### src/rtl/bport_pkg.sv
package bport_pkg;

    localparam int BP_ADDR_W = 3;
    localparam int BP_PORT_W = 8;

    // Offsets that software decodes
    localparam logic [BP_ADDR_W-1:0] OFS_FUNC = 3'd0;
    localparam logic [BP_ADDR_W-1:0] OFS_DRV  = 3'd2;
    localparam logic [BP_ADDR_W-1:0] OFS_OUT  = 3'd4;
    localparam logic [BP_ADDR_W-1:0] OFS_STAT = 3'd6;

    typedef enum logic [2:0] {
        SEL_FUNC,
        SEL_DRV,
        SEL_OUT,
        SEL_STAT,
        SEL_NONE
    } reg_sel_e;

    typedef struct packed {
        logic pull_up;
        logic pull_dn;
    } pad_drive_t;

    function automatic reg_sel_e decode_ofs(input logic [BP_ADDR_W-1:0] ofs);
        reg_sel_e s;
        case (ofs)
            OFS_FUNC: s = SEL_FUNC;
            OFS_DRV:  s = SEL_DRV;
            OFS_OUT:  s = SEL_OUT;
            OFS_STAT: s = SEL_STAT;
            default:  s = SEL_NONE;
        endcase
        return s;
    endfunction

    // Open-drain never pulls up; complementary drives both ways
    function automatic pad_drive_t drive_of(input logic value, input logic open_drain);
        pad_drive_t d;
        d.pull_dn = ~value;
        d.pull_up = value & ~open_drain;
        return d;
    endfunction

endpackage

### src/rtl/bport_regfile.sv
module bport_regfile
    import bport_pkg::*;
#(
    parameter int WIDTH = BP_PORT_W,
    parameter logic [WIDTH-1:0] FUNC_RST = '0,
    parameter logic [WIDTH-1:0] DRV_RST  = '1,
    parameter logic [WIDTH-1:0] OUT_RST  = '1
) (
    input  logic                 clk,
    input  logic                 rst,
    input  logic                 wr,
    input  logic [BP_ADDR_W-1:0] addr,
    input  logic [WIDTH-1:0]     wdata,
    output logic [WIDTH-1:0]     func_q,
    output logic [WIDTH-1:0]     drv_q,
    output logic [WIDTH-1:0]     out_q
);

    reg_sel_e wsel;

    always_comb begin
        wsel = decode_ofs(addr);
    end

    always_ff @(posedge clk) begin
        if (rst) begin
            func_q <= FUNC_RST;
            drv_q  <= DRV_RST;
            out_q  <= OUT_RST;
        end else if (wr) begin
            case (wsel)
                SEL_FUNC: func_q <= wdata;
                SEL_DRV:  drv_q  <= wdata;
                SEL_OUT:  out_q  <= wdata;
                default:  ;
            endcase
        end
    end

endmodule

### src/rtl/bport_sync.sv
module bport_sync #(
    parameter int WIDTH  = 8,
    parameter int STAGES = 2
) (
    input  logic             clk,
    input  logic             rst,
    input  logic [WIDTH-1:0] din,
    output logic [WIDTH-1:0] dout
);

    logic [WIDTH-1:0] chain [STAGES];

    always_ff @(posedge clk) begin
        if (rst) chain[0] <= '0;
        else     chain[0] <= din;
    end

    for (genvar s = 1; s < STAGES; s++) begin : g_stage
        always_ff @(posedge clk) begin
            if (rst) chain[s] <= '0;
            else     chain[s] <= chain[s-1];
        end
    end

    assign dout = chain[STAGES-1];

endmodule

### src/rtl/bport_pin_drv.sv
module bport_pin_drv
    import bport_pkg::*;
(
    input  logic use_periph,
    input  logic open_drain,
    input  logic port_val,
    input  logic periph_val,
    output logic pull_up,
    output logic pull_dn
);

    logic       chosen;
    pad_drive_t drv;

    always_comb begin
        chosen  = use_periph ? periph_val : port_val;
        drv     = drive_of(chosen, open_drain);
        pull_up = drv.pull_up;
        pull_dn = drv.pull_dn;
    end

endmodule

### src/rtl/bport_rdmux.sv
module bport_rdmux
    import bport_pkg::*;
#(
    parameter int WIDTH = BP_PORT_W
) (
    input  logic                 rd,
    input  logic [BP_ADDR_W-1:0] addr,
    input  logic [WIDTH-1:0]     func_q,
    input  logic [WIDTH-1:0]     drv_q,
    input  logic [WIDTH-1:0]     out_q,
    input  logic [WIDTH-1:0]     stat,
    output logic [WIDTH-1:0]     rdata
);

    reg_sel_e rsel;

    always_comb begin
        rsel  = decode_ofs(addr);
        rdata = '0;
        if (rd) begin
            case (rsel)
                SEL_FUNC: rdata = func_q;
                SEL_DRV:  rdata = drv_q;
                SEL_OUT:  rdata = out_q;
                SEL_STAT: rdata = stat;
                default:  rdata = '0;
            endcase
        end
    end

endmodule

### src/rtl/bport_gpio.sv
module bport_gpio
    import bport_pkg::*;
#(
    parameter int WIDTH       = BP_PORT_W,
    parameter int SYNC_STAGES = 2
) (
    input  logic                 clk,
    input  logic                 rst,
    input  logic [BP_ADDR_W-1:0] bus_addr,
    input  logic                 bus_wr,
    input  logic                 bus_rd,
    input  logic [WIDTH-1:0]     bus_wdata,
    output logic [WIDTH-1:0]     bus_rdata,
    input  logic [WIDTH-1:0]     periph_out,
    input  logic [WIDTH-1:0]     pad_in,
    output logic [WIDTH-1:0]     pad_pu_en,
    output logic [WIDTH-1:0]     pad_pd_en
);

    logic [WIDTH-1:0] mode_r;
    logic [WIDTH-1:0] dir_r;
    logic [WIDTH-1:0] data_r;
    logic [WIDTH-1:0] pin_stat;

    bport_regfile #(.WIDTH(WIDTH)) u_regs (
        .clk    (clk),
        .rst    (rst),
        .wr     (bus_wr),
        .addr   (bus_addr),
        .wdata  (bus_wdata),
        .func_q (mode_r),
        .drv_q  (dir_r),
        .out_q  (data_r)
    );

    bport_sync #(.WIDTH(WIDTH), .STAGES(SYNC_STAGES)) u_sync (
        .clk  (clk),
        .rst  (rst),
        .din  (pad_in),
        .dout (pin_stat)
    );

    for (genvar i = 0; i < WIDTH; i++) begin : g_pin
        bport_pin_drv u_drv (
            .use_periph (mode_r[i]),
            .open_drain (dir_r[i]),
            .port_val   (data_r[i]),
            .periph_val (periph_out[i]),
            .pull_up    (pad_pu_en[i]),
            .pull_dn    (pad_pd_en[i])
        );
    end

    bport_rdmux #(.WIDTH(WIDTH)) u_rd (
        .rd     (bus_rd),
        .addr   (bus_addr),
        .func_q (mode_r),
        .drv_q  (dir_r),
        .out_q  (data_r),
        .stat   (pin_stat),
        .rdata  (bus_rdata)
    );

endmodule

### config.mk
export PLATFORM = sky130hd
export DESIGN_NAME = bport_gpio
export DESIGN_NICKNAME = d
export VERILOG_FILES = /design/src/rtl/bport_pkg.sv /design/src/rtl/bport_regfile.sv /design/src/rtl/bport_sync.sv /design/src/rtl/bport_pin_drv.sv /design/src/rtl/bport_rdmux.sv /design/src/rtl/bport_gpio.sv
export SDC_FILE = /design/constraint.sdc
export NUM_CORES = 1
export LEC_CHECK = 0
export CAP_MARGIN = 30
export CORE_ASPECT_RATIO = 1.5
export CORE_UTILIZATION = 40
export CTS_CLUSTER_DIAMETER = 100
export DETAILED_ROUTE_END_ITERATION = 16
export DONT_BUFFER_PORTS = 1
export GPL_ROUTABILITY_DRIVEN = 0
export PLACE_DENSITY = 0.61
export SLEW_MARGIN = 20
export SYNTH_ARGS = -nofsm -noshare
export SYNTH_HDL_FRONTEND = slang
export SYNTH_HIERARCHICAL = 1
export SYNTH_SLANG_ARGS = --single-unit
### constraint.sdc
create_clock -name clk -period 3.2 [get_ports clk]
set_clock_uncertainty 0.2 [all_clocks]
set_input_delay 0.8 -clock clk [delete_from_list [all_inputs] [get_ports clk]]
set_output_delay 0.8 -clock clk [all_outputs]
set_load 0.01 [all_outputs]
==> key figures, run 1 <==
Outcome
  • Run status: finished with violations
  • Failing checks: design-rule violations

Die
  • Die Y-Extent: 84.5 um
  • Row count: 29
  • Core area: 4280 sq um
  • Initial Utilization: 0.424
  • Die footprint: about 4800 sq um
  • Die width: 57.0 um
  • Ports: 55

Detailed routing
  • Iteration-0 DRC Markers: 37
  • Avg WL per Cell: 15.9 um
  • Drt drc: 8
  • DRT antenna net count: 0
  • Routed wire length: 3490 um
  • Routed via count: 1169
  • DRT Pass-1 Iters: 10
  • Avg Vias per Cell: 5.31

Critical path
  • Crit path from: bus_addr[0]
  • Number of cells on the critical path: 2
  • Worst EP required: about 2200 ps
  • Top delay family on crit path: simple AND/OR/NAND/NOR gates
  • RR Startpoint: u_regs/drv_q[1]
  • R2R depth: 2
  • Crit path launch type: primary input
  • R2r setup slk: around 2300 ps
  • Worst-path fanout max: 8
  • Slowest cell on crit path: or3b_1
  • Max incr delay on CP: 550 ps
  • Cell Chain, Critical Path: or3b_1 -> o22ai_1
  • Critical path class: primary input to primary output
  • Crit. End Element: primary output
  • Critical path buffers and inverters: 0
  • Critical Path AT: about 1700 ps

Timing
  • Tmin final: 2720 ps
  • Max-slew violation count: 0
  • Worst Setup Slack, final: just under 500 ps
  • # setup viols final: 0
  • RSZ-0062 raised after global routing: no
  • Worst hold slack: roughly 240 ps
  • Fmax: 0.368 GHz
  • Hold Vio Cnt, Final: 0
  • Setup TNS: 0 ps
  • Worst Max-Slew Pin Slew: 846 ps
  • Fin crit share: 0.850
  • Max transition margin: 0.435

Synthesis
  • Asr flop ratio synth: 0
  • Post-synthesis instance total: around 180
  • Cell variety after synth: 17
  • Yosys top cell by area: dfxtp_1
  • Main area contributors after synthesis: dfxtp_1 (44%), mux2i_1 (26%), nor2_1 (6.6%)
  • Post-synth EDFFs: 0
  • Cell area after synthesis: 1810 sq um
  • Compound-Gate Fraction of Synth Area: 0.0276
  • Sequential area share after synthesis: 0.441
  • Most frequent cell after synthesis: mux2i_1
  • Main combinational cell family by area after synthesis: multiplexers
  • Mux cell area share after synthesis: 0.265
  • Synth Register Bits: 40
  • Syn Nets: ~210
  • Yosys top cell area share: 0.441
  • Post-synth top cells: mux2i_1 (48), dfxtp_1 (40), nor2_1 (32)
  • Synthesized area per cell: 10.3 sq um
  • Ys flop type: dfxtp_1
  • YS warnings: 6
  • XOR/XNOR Fraction of Synth Area: 0
  • Simple-Gate Fraction of Synth Area: 0.224
  • Post-synthesis adder-cell area fraction: 0

Final layout
  • Antenna fix cells: 0
  • P&R area growth vs syn: 5.17%
  • Nets: approximately 200
  • Post-route insts no fill: 220
  • Share of layout cells above drive strength 1: 0.126
  • Filler cells: 426

Clock tree
  • CTS Buf Count: 5
  • Clock tree buffer depth: 2
  • Clock sinks: 40
  • Clock latency on the worst-skew pair: 280 ps
  • Number of H-tree levels: 2
  • Setup Fix Bufs, Post-CTS: 0
  • Reg clk slew, reported paths: 70 ps
  • Number of gates resized after cts: 0
  • Root buffer cell: clkbuf_8
  • CTS tree: built
  • Hold buffer count at cts: 0

Global route
  • Initial antenna violation count: 0
  • Total GRT Usage: 0.156
  • Vias in the first global route: 1221
  • Pin count of the biggest net entering global routing: 57
  • Global-route wire length before repair: 5690 um
  • Grt ovf: 0

Hold path
  • Worst hold path cell count: 1
  • Hold Crit Class: flop to flop
  • Hold Crit Start: u_sync/chain[0][0]

Power
  • P per Cell Area: 483 nW/um^2
  • Maximum VDD drop: 0.357 mV
  • LEAKAGE: 0.723 nW
  • Total power: 0.921 mW

Placed design
  • Placed cell count: 212
  • Dpl hpwl: 2390 um
  • PortBufs: 0
  • Post-Place Worst Slack: about 470 ps

Run
  • Max cap viols: 0
[final timing paths]
path / end
setup reg to reg: u_regs/drv_q[1]
setup / recovery: bus_rdata[1]
hold reg to reg: u_sync/chain[1][0]
hold / removal: u_sync/chain[1][0]
[area by class of cell]
cell class / count / area (sq um) / share of cell area
Sequential cell: 40 / 801 / 0.420
Multi-Input combinational cell: 125 / 952 / 0.499
Timing Repair Buffer: 1 / 7.51 / 0.00393
Clock buffer: 8 / 90.1 / 0.0472
Tap cell: 46 / 57.6 / 0.0302
[report_power, final]
group | switching (mW) | internal (mW)
combinational | 0.0301 | 0.0378
clock | 0.156 | 0.176
sequential | 0.00775 | 0.514
total | 0.194 | 0.727
[through the flow]
stage | area (sq um) | util
detailed placement | 1820 | 0.425
global placement | 1820 | 0.425
CTS | 1910 | 0.446
global route | 1910 | 0.446
floorplan | 1810 | -
finish | 1910 | 0.446
[logic make-up after synthesis]
group,Yosys count
flip-flops,40
buffers and inverters,11
multiplexers,48
AND/OR/NAND/NOR,69
AO/OA/AOI/OAI,8
[routing by layer]
metal / vias up / GRT usage / part of all wire
met5: - / 0 / 0
met4: 0 / 0.0710 / 0.017
met3: 6 / 0.0601 / 0.082
met2: 51 / 0.251 / 0.47
met1: 527 / 0.180 / 0.43
li1: 585 / - / -
[cell usage in the layout (no fill, tap or decap), types with 2 or more instances in the layout]
cell      synthesis  final
dfxtp_1          40     40
o22ai_1           8      8
nor2b_2           7      7
nand2b_1         16     16
mux2i_1          48     48
and2b_2           6      6
clkbuf_1          3      2
nor2b_1           3      3
clkbuf_8          0      6
nor2_1           32     32
[state kept, by name (all words and copies together) (netlist names)]
register,cells
u_regs/drv_q,8
u_sync/chain,16
u_regs/func_q,8
u_regs/out_q,8
(Power assumes the default switching activity.)
==> run 2, diff against run 1 <==
Clock period 3.2 ns to 2.85 ns, I/O delays scaled along.
==> key figures, run 2 (synthesis results as in run 1) <==
Hold path
  • Worst hold path cell count: 1 (unchanged)
  • Hold Crit Class: flop to flop
  • Hold Crit Start: u_sync/chain[0][6]
  • Worst Hold Endpoint: u_sync/chain[1][6]

Clock tree
  • Clock latency on the worst-skew pair: 280 ps (about the same)
  • Reg clk slew, reported paths: 70 ps (about the same)
  • Setup Fix Bufs, Post-CTS: 0 (unchanged)
  • CTS Buf Count: 5 (unchanged)
  • Clock sinks: 40 (unchanged)
  • Number of H-tree levels: 2 (unchanged)
  • Hold buffer count at cts: 0 (unchanged)
  • Clock tree buffer depth: 2 (unchanged)
  • Number of gates resized after cts: 0 (unchanged)
  • Root buffer cell: clkbuf_8
  • CTS tree: built

Detailed routing
  • Avg Vias per Cell: 5.38 (+1.3%)
  • Drt drc: 8 (unchanged)
  • DRT antenna net count: 0 (unchanged)
  • Routed via count: 1190 (+1.8%)
  • Avg WL per Cell: 16.2 um (+2.0%)
  • Routed wire length: 3570 um (+2.5%)
  • DRT Pass-1 Iters: 10 (unchanged)
  • Iteration-0 DRC Markers: 40 (+8.1%)

Power
  • Maximum VDD drop: 0.329 mV (-7.9%)
  • Net Sw Frac: 0.203 (-0.00710)
  • LEAKAGE: 0.739 nW (+2.1%)
  • Clock power share: 0.399 (+0.039)
  • Reg power frac: 0.531 (-0.035)
  • Sw power: 0.224 mW (+16%)
  • Gate power share: 0.070 (-0.004)
  • Total power: 1.10 mW (+20%)
  • P per Cell Area: 571 nW/um^2 (+18%)
  • Pint: 0.879 mW (+21%)

Die
  • Row count: 29 (unchanged)
  • Core area: 4280 sq um (unchanged)
  • Die width: 57.0 um (unchanged)
  • Die Y-Extent: 84.5 um (unchanged)
  • Die footprint: 4810 sq um (unchanged)
  • Initial Utilization: 0.424 (unchanged)
  • Ports: 55 (unchanged)

Final layout
  • FF/Latch Area: 801 sq um (unchanged)
  • Biggest register: u_sync/chain
  • Filler cells: 421 (-1.2%)
  • Multi-input gate area: 952 sq um (unchanged)
  • Most common cell after layout, fill and taps aside: mux2i_1
  • Nets: 205 (+0.49%)
  • Antenna fix cells: 0 (unchanged)
  • Share of layout cells above drive strength 1: 0.137 (+0.0107)
  • Commonest non-fill, non-tap cells in the layout: mux2i_1 (48), dfxtp_1 (40), nor2_1 (32), nand2b_1 (16), o22ai_1 (8)
  • Largest register FFs: 16 (unchanged)
  • P&R area growth vs syn: 6.55%

Critical path
  • Slowest cell on crit path: or3b_1
  • Critical Path AT: 1630 ps (-90 ps)
  • Top delay family on crit path: simple AND/OR/NAND/NOR gates
  • RR Startpoint: u_regs/func_q[0]
  • Worst EP required: 1940 ps (-260 ps)
  • Crit. End Element: primary output
  • R2R depth: 2 (unchanged)
  • R2r setup slk: 1980 ps (-350 ps)
  • Crit path launch type: primary input
  • Cell Chain, Critical Path: or3b_1 -> o22ai_1
  • Critical path buffers and inverters: 0 (unchanged)
  • RR Endpoint: u_regs/func_q[0]
  • Critical path class: primary input to primary output
  • Max incr delay on CP: 540 ps (about the same)
  • Worst-path fanout max: 8 (unchanged)

Timing
  • RSZ-0062 raised after global routing: no
  • Fmax: 0.394 GHz
  • Setup TNS: 0 ps (unchanged)
  • Max transition margin: 0.620 (+0.185)
  • Fin crit share: 0.891
  • Tmin final: 2540 ps
  • Max-slew violation count: 0 (unchanged)
  • Hold Vio Cnt, Final: 0 (unchanged)
  • # setup viols final: 0 (unchanged)
  • Worst Max-Slew Pin Slew: 570 ps (-276 ps)

Global route
  • Vias in the first global route: 1244 (+1.9%)
  • Grt ovf: 0 (unchanged)
  • Global-route wire length before repair: 5800 um (+1.9%)
  • Pin count of the biggest net entering global routing: 57 (unchanged)
  • Total GRT Usage: 0.159 (+0.00313)
  • Initial antenna violation count: 0 (unchanged)

Outcome
  • Run status: finished with violations
  • Failing checks: design-rule violations

Placed design
  • Dpl hpwl: 2480 um (+3.9%)
  • PortBufs: 0 (unchanged)

Run
  • Max cap viols: 0 (unchanged)
-- run 2: how the worst max path moves through the flow --
stage	to	slack, ps	cells past startpoint	start
floorplan	bus_rdata[0]	470	3	bus_addr[0]
global placement	bus_rdata[1]	290	2	bus_addr[0]
detailed placement	bus_rdata[1]	290	2	bus_addr[0]
CTS	bus_rdata[1]	290	2	bus_addr[0]
global route	bus_rdata[1]	260	2	bus_addr[0]
finish	bus_rdata[1]	310	2	bus_addr[0]
-- run 2: power by group through the flow --
stage | sequential (mW) | clock [mW] | combinational (mW)
floorplan | 0.596 | 0 | 0.0833
global placement | 0.598 | 0 | 0.0761
detailed placement | 0.599 | 0 | 0.0775
CTS | 0.586 | 0.458 | 0.0779
global route | 0.588 | 0.485 | 0.0837
finish | 0.586 | 0.441 | 0.0771
-- run 2: layer usage --
layer	GRT usage	up-vias	wire length (um)
met1	0.182	550	1500
met4	0.0643	0	40
met3	0.0508	4	251
met5	0	-	0
met2	0.268	46	1780
li1	-	590	-
-- run 2: cell type report --
class / count / share of cell area
well taps: 46 / 0.0298
flip-flops and latches: 40 / 0.414
repair buffers: 2 / 0.00777
clock inverters: 2 / 0.0181
multi-input cells: 125 / 0.493
clock buffers: 6 / 0.0375
-- run 2: worst reg2reg max path, delay by kind of cell, from the launching register on --
kind | cells | cell delay (ps)
flip-flops | 1 | 370
multiplexers | 1 | 150
AND/OR/NAND/NOR | 1 | 80
-- run 2: through the flow --
step                      hold slack [ps]  instances  instance area (sq um)   util  setup WS, ps
after floorplan                       214        176                   1810      -           467
after global placement                224        213                   1830  0.426           291
after detailed placement              223        213                   1830  0.426           291
after CTS                             242        221                   1930  0.451           289
after global routing                  253        221                   1930  0.451           256
final                                 237        221                   1930  0.451           310
==> run 3, diff against run 2 <==
Settings changed: CORE_MARGIN set to 2, PLACE_DENSITY 0.61 to not set, RECOVER_POWER set to 50.
==> key figures, run 3 (synthesis results as in run 1) <==
Outcome
  • Run status: finished with violations
  • Failing checks: design-rule violations

Placed design
  • PortBufs: 0 (unchanged)
  • Dpl hpwl: 2570 um (+3.7%)
  • Placed cell count: 215 (+0.94%)
  • Post-Place Worst Slack: 282 ps (-9.84 ps)

Timing
  • Hold Vio Cnt, Final: 0 (unchanged)
  • # setup viols final: 0 (unchanged)
  • RSZ-0062 raised after global routing: no
  • Max-slew violation count: 0 (unchanged)
  • Worst Max-Slew Pin Slew: 726 ps (+156 ps)
  • Max transition margin: 0.516 (-0.104)
  • Fin crit share: 0.898 (+0.00655)
  • Tmin final: 2560 ps (+18.7 ps)
  • Fmax: 0.391 GHz (-0.73%)
  • Setup TNS: 0 ps (unchanged)
  • Worst Setup Slack, final: 292 ps (-18.7 ps)

Die
  • Die Y-Extent: 86.5 um (+2.4%)
  • Ports: 55 (unchanged)
  • Row count: 30 (+3.4%)
  • Initial Utilization: 0.410 (-0.0141)
  • Die width: 59.0 um (+3.5%)
  • Die footprint: 5100 sq um (+6.0%)
  • Core area: 4430 sq um (+3.4%)

Final layout
  • Post-route insts no fill: 223 (+0.90%)
  • Commonest non-fill, non-tap cells in the layout: mux2i_1 (48), dfxtp_1 (40), nor2_1 (32), nand2b_1 (16), o22ai_1 (8)
  • Biggest register: u_sync/chain
  • Util after Layout: 0.427 (-0.0249)
  • Nets: 205 (unchanged)
  • P&R area growth vs syn: 4.14%
  • Share of layout cells above drive strength 1: 0.114 (-0.0229)
  • Largest register FFs: 16 (unchanged)
  • Antenna fix cells: 0 (unchanged)
  • Most common cell after layout, fill and taps aside: mux2i_1

Clock tree
  • Reg clk slew, reported paths: 80 ps (about the same)
  • Root buffer cell: clkbuf_8
  • Clock latency on the worst-skew pair: 280 ps (about the same)
  • Number of gates resized after cts: 0 (unchanged)
  • Clock tree buffer depth: 2 (unchanged)
  • Clock sinks: 40 (unchanged)
  • Number of H-tree levels: 2 (unchanged)
  • Hold buffer count at cts: 0 (unchanged)
  • Setup Fix Bufs, Post-CTS: 0 (unchanged)
  • CTS tree: built
  • CTS Buf Count: 5 (unchanged)

Run
  • Max cap viols: 0 (unchanged)

Critical path
  • Cell Chain, Critical Path: or3b_1 -> o22ai_1
  • Slowest cell on crit path: or3b_1
  • Worst EP required: 1940 ps (about the same)
  • Critical Path AT: 1650 ps (+20 ps)
  • Top delay family on crit path: simple AND/OR/NAND/NOR gates
  • Crit path launch type: primary input
  • Max incr delay on CP: 560 ps (+20 ps)
  • Critical path buffers and inverters: 0 (unchanged)
  • Worst-path fanout max: 8 (unchanged)
  • Crit. End Element: primary output
  • Critical path class: primary input to primary output

Global route
  • Pin count of the biggest net entering global routing: 57 (unchanged)
  • Grt peak-use layer: met2
  • Global-route wire length before repair: 5780 um (-0.34%)
  • Global-route track usage on met2: 0.233 (-0.0351)
  • M1 GR Usage: 0.199 (+0.0163)
  • Grt ovf: 0 (unchanged)
  • Vias in the first global route: 1200 (-3.5%)
  • Total GRT Usage: 0.152 (-0.00644)
  • Initial antenna violation count: 0 (unchanged)
  • Met3 usage: 0.0403 (-0.0105)

Power
  • Pint: 0.810 mW (-7.8%)
  • Total power: 1.05 mW (-5.3%)
  • Clock power share: 0.368 (-0.031)
  • P per Cell Area: 553 nW/um^2 (-3.1%)
  • Sw power: 0.235 mW (+4.8%)
  • Gate power share: 0.072 (+0.002)
  • Net Sw Frac: 0.225 (+0.0216)
  • LEAKAGE: 0.715 nW (-3.2%)
  • Maximum VDD drop: 0.296 mV (-10%)
  • Reg power frac: 0.560 (+0.029)

Detailed routing
  • DRT Pass-1 Iters: 11 (+1)
  • DRT antenna net count: 0 (unchanged)
  • Avg Vias per Cell: 5.35 (-0.56%)
  • Drt drc: 4 (-4)
  • Iteration-0 DRC Markers: 50 (+25%)
  • Routed wire length: 3670 um (+2.6%)
  • Avg WL per Cell: 16.4 um (+1.7%)
  • Routed via count: 1194 (+0.34%)

Hold path
  • Hold Crit Class: flop to flop
==> run 3: worst reg2reg max path, cell delays in order, from the launching register on <==
cell and delay, ps:
dfxtp_1 330, nor2_1 110, mux2i_1 90
==> run 3: layout make-up <==
type / instances / area [sq um]
fillers: 445 / 2540
multi-input cells: 125 / 928
flip-flops and latches: 40 / 801
clock buffers: 6 / 82.6
well taps: 48 / 60.1
clock inverters: 2 / 10.0
repair buffers: 2 / 7.51
==> run 3: metal layers <==
layer	part of all wire	wire length (um)
met1	0.42	1550
met2	0.48	1750
met3	0.079	288
met4	0.020	73
met5	0	0
==> run 3: power groups by stage <==
stage / sequential, mW / clock [mW] / combinational [mW]
after floorplan: 0.596 / 0 / 0.0833
after global placement: 0.598 / 0 / 0.0761
after detailed placement: 0.599 / 0 / 0.0781
after CTS: 0.586 / 0.397 / 0.0785
after global routing: 0.587 / 0.423 / 0.0822
final: 0.585 / 0.384 / 0.0756
==> run 3: path summary, 6_finish.rpt <==
path	startpoint	to	slack, ps	cells past startpoint
max	bus_addr[0]	bus_rdata[5]	290	2
min	u_sync/chain[0][1]	u_sync/chain[1][1]	250	1
min reg2reg	u_sync/chain[0][1]	u_sync/chain[1][1]	250	1
max reg2reg	u_regs/out_q[6]	u_regs/out_q[6]	1980	2
==> run 3: per-stage QoR <==
stage          hold slack, ps  instance area, sq um
2_1_floorplan             214                  1810
3_3_place_gp              226                  1830
3_5_place_dp              225                  1830
4_1_cts                   250                  1920
5_1_grt                   260                  1890
6_report                  246                  1890
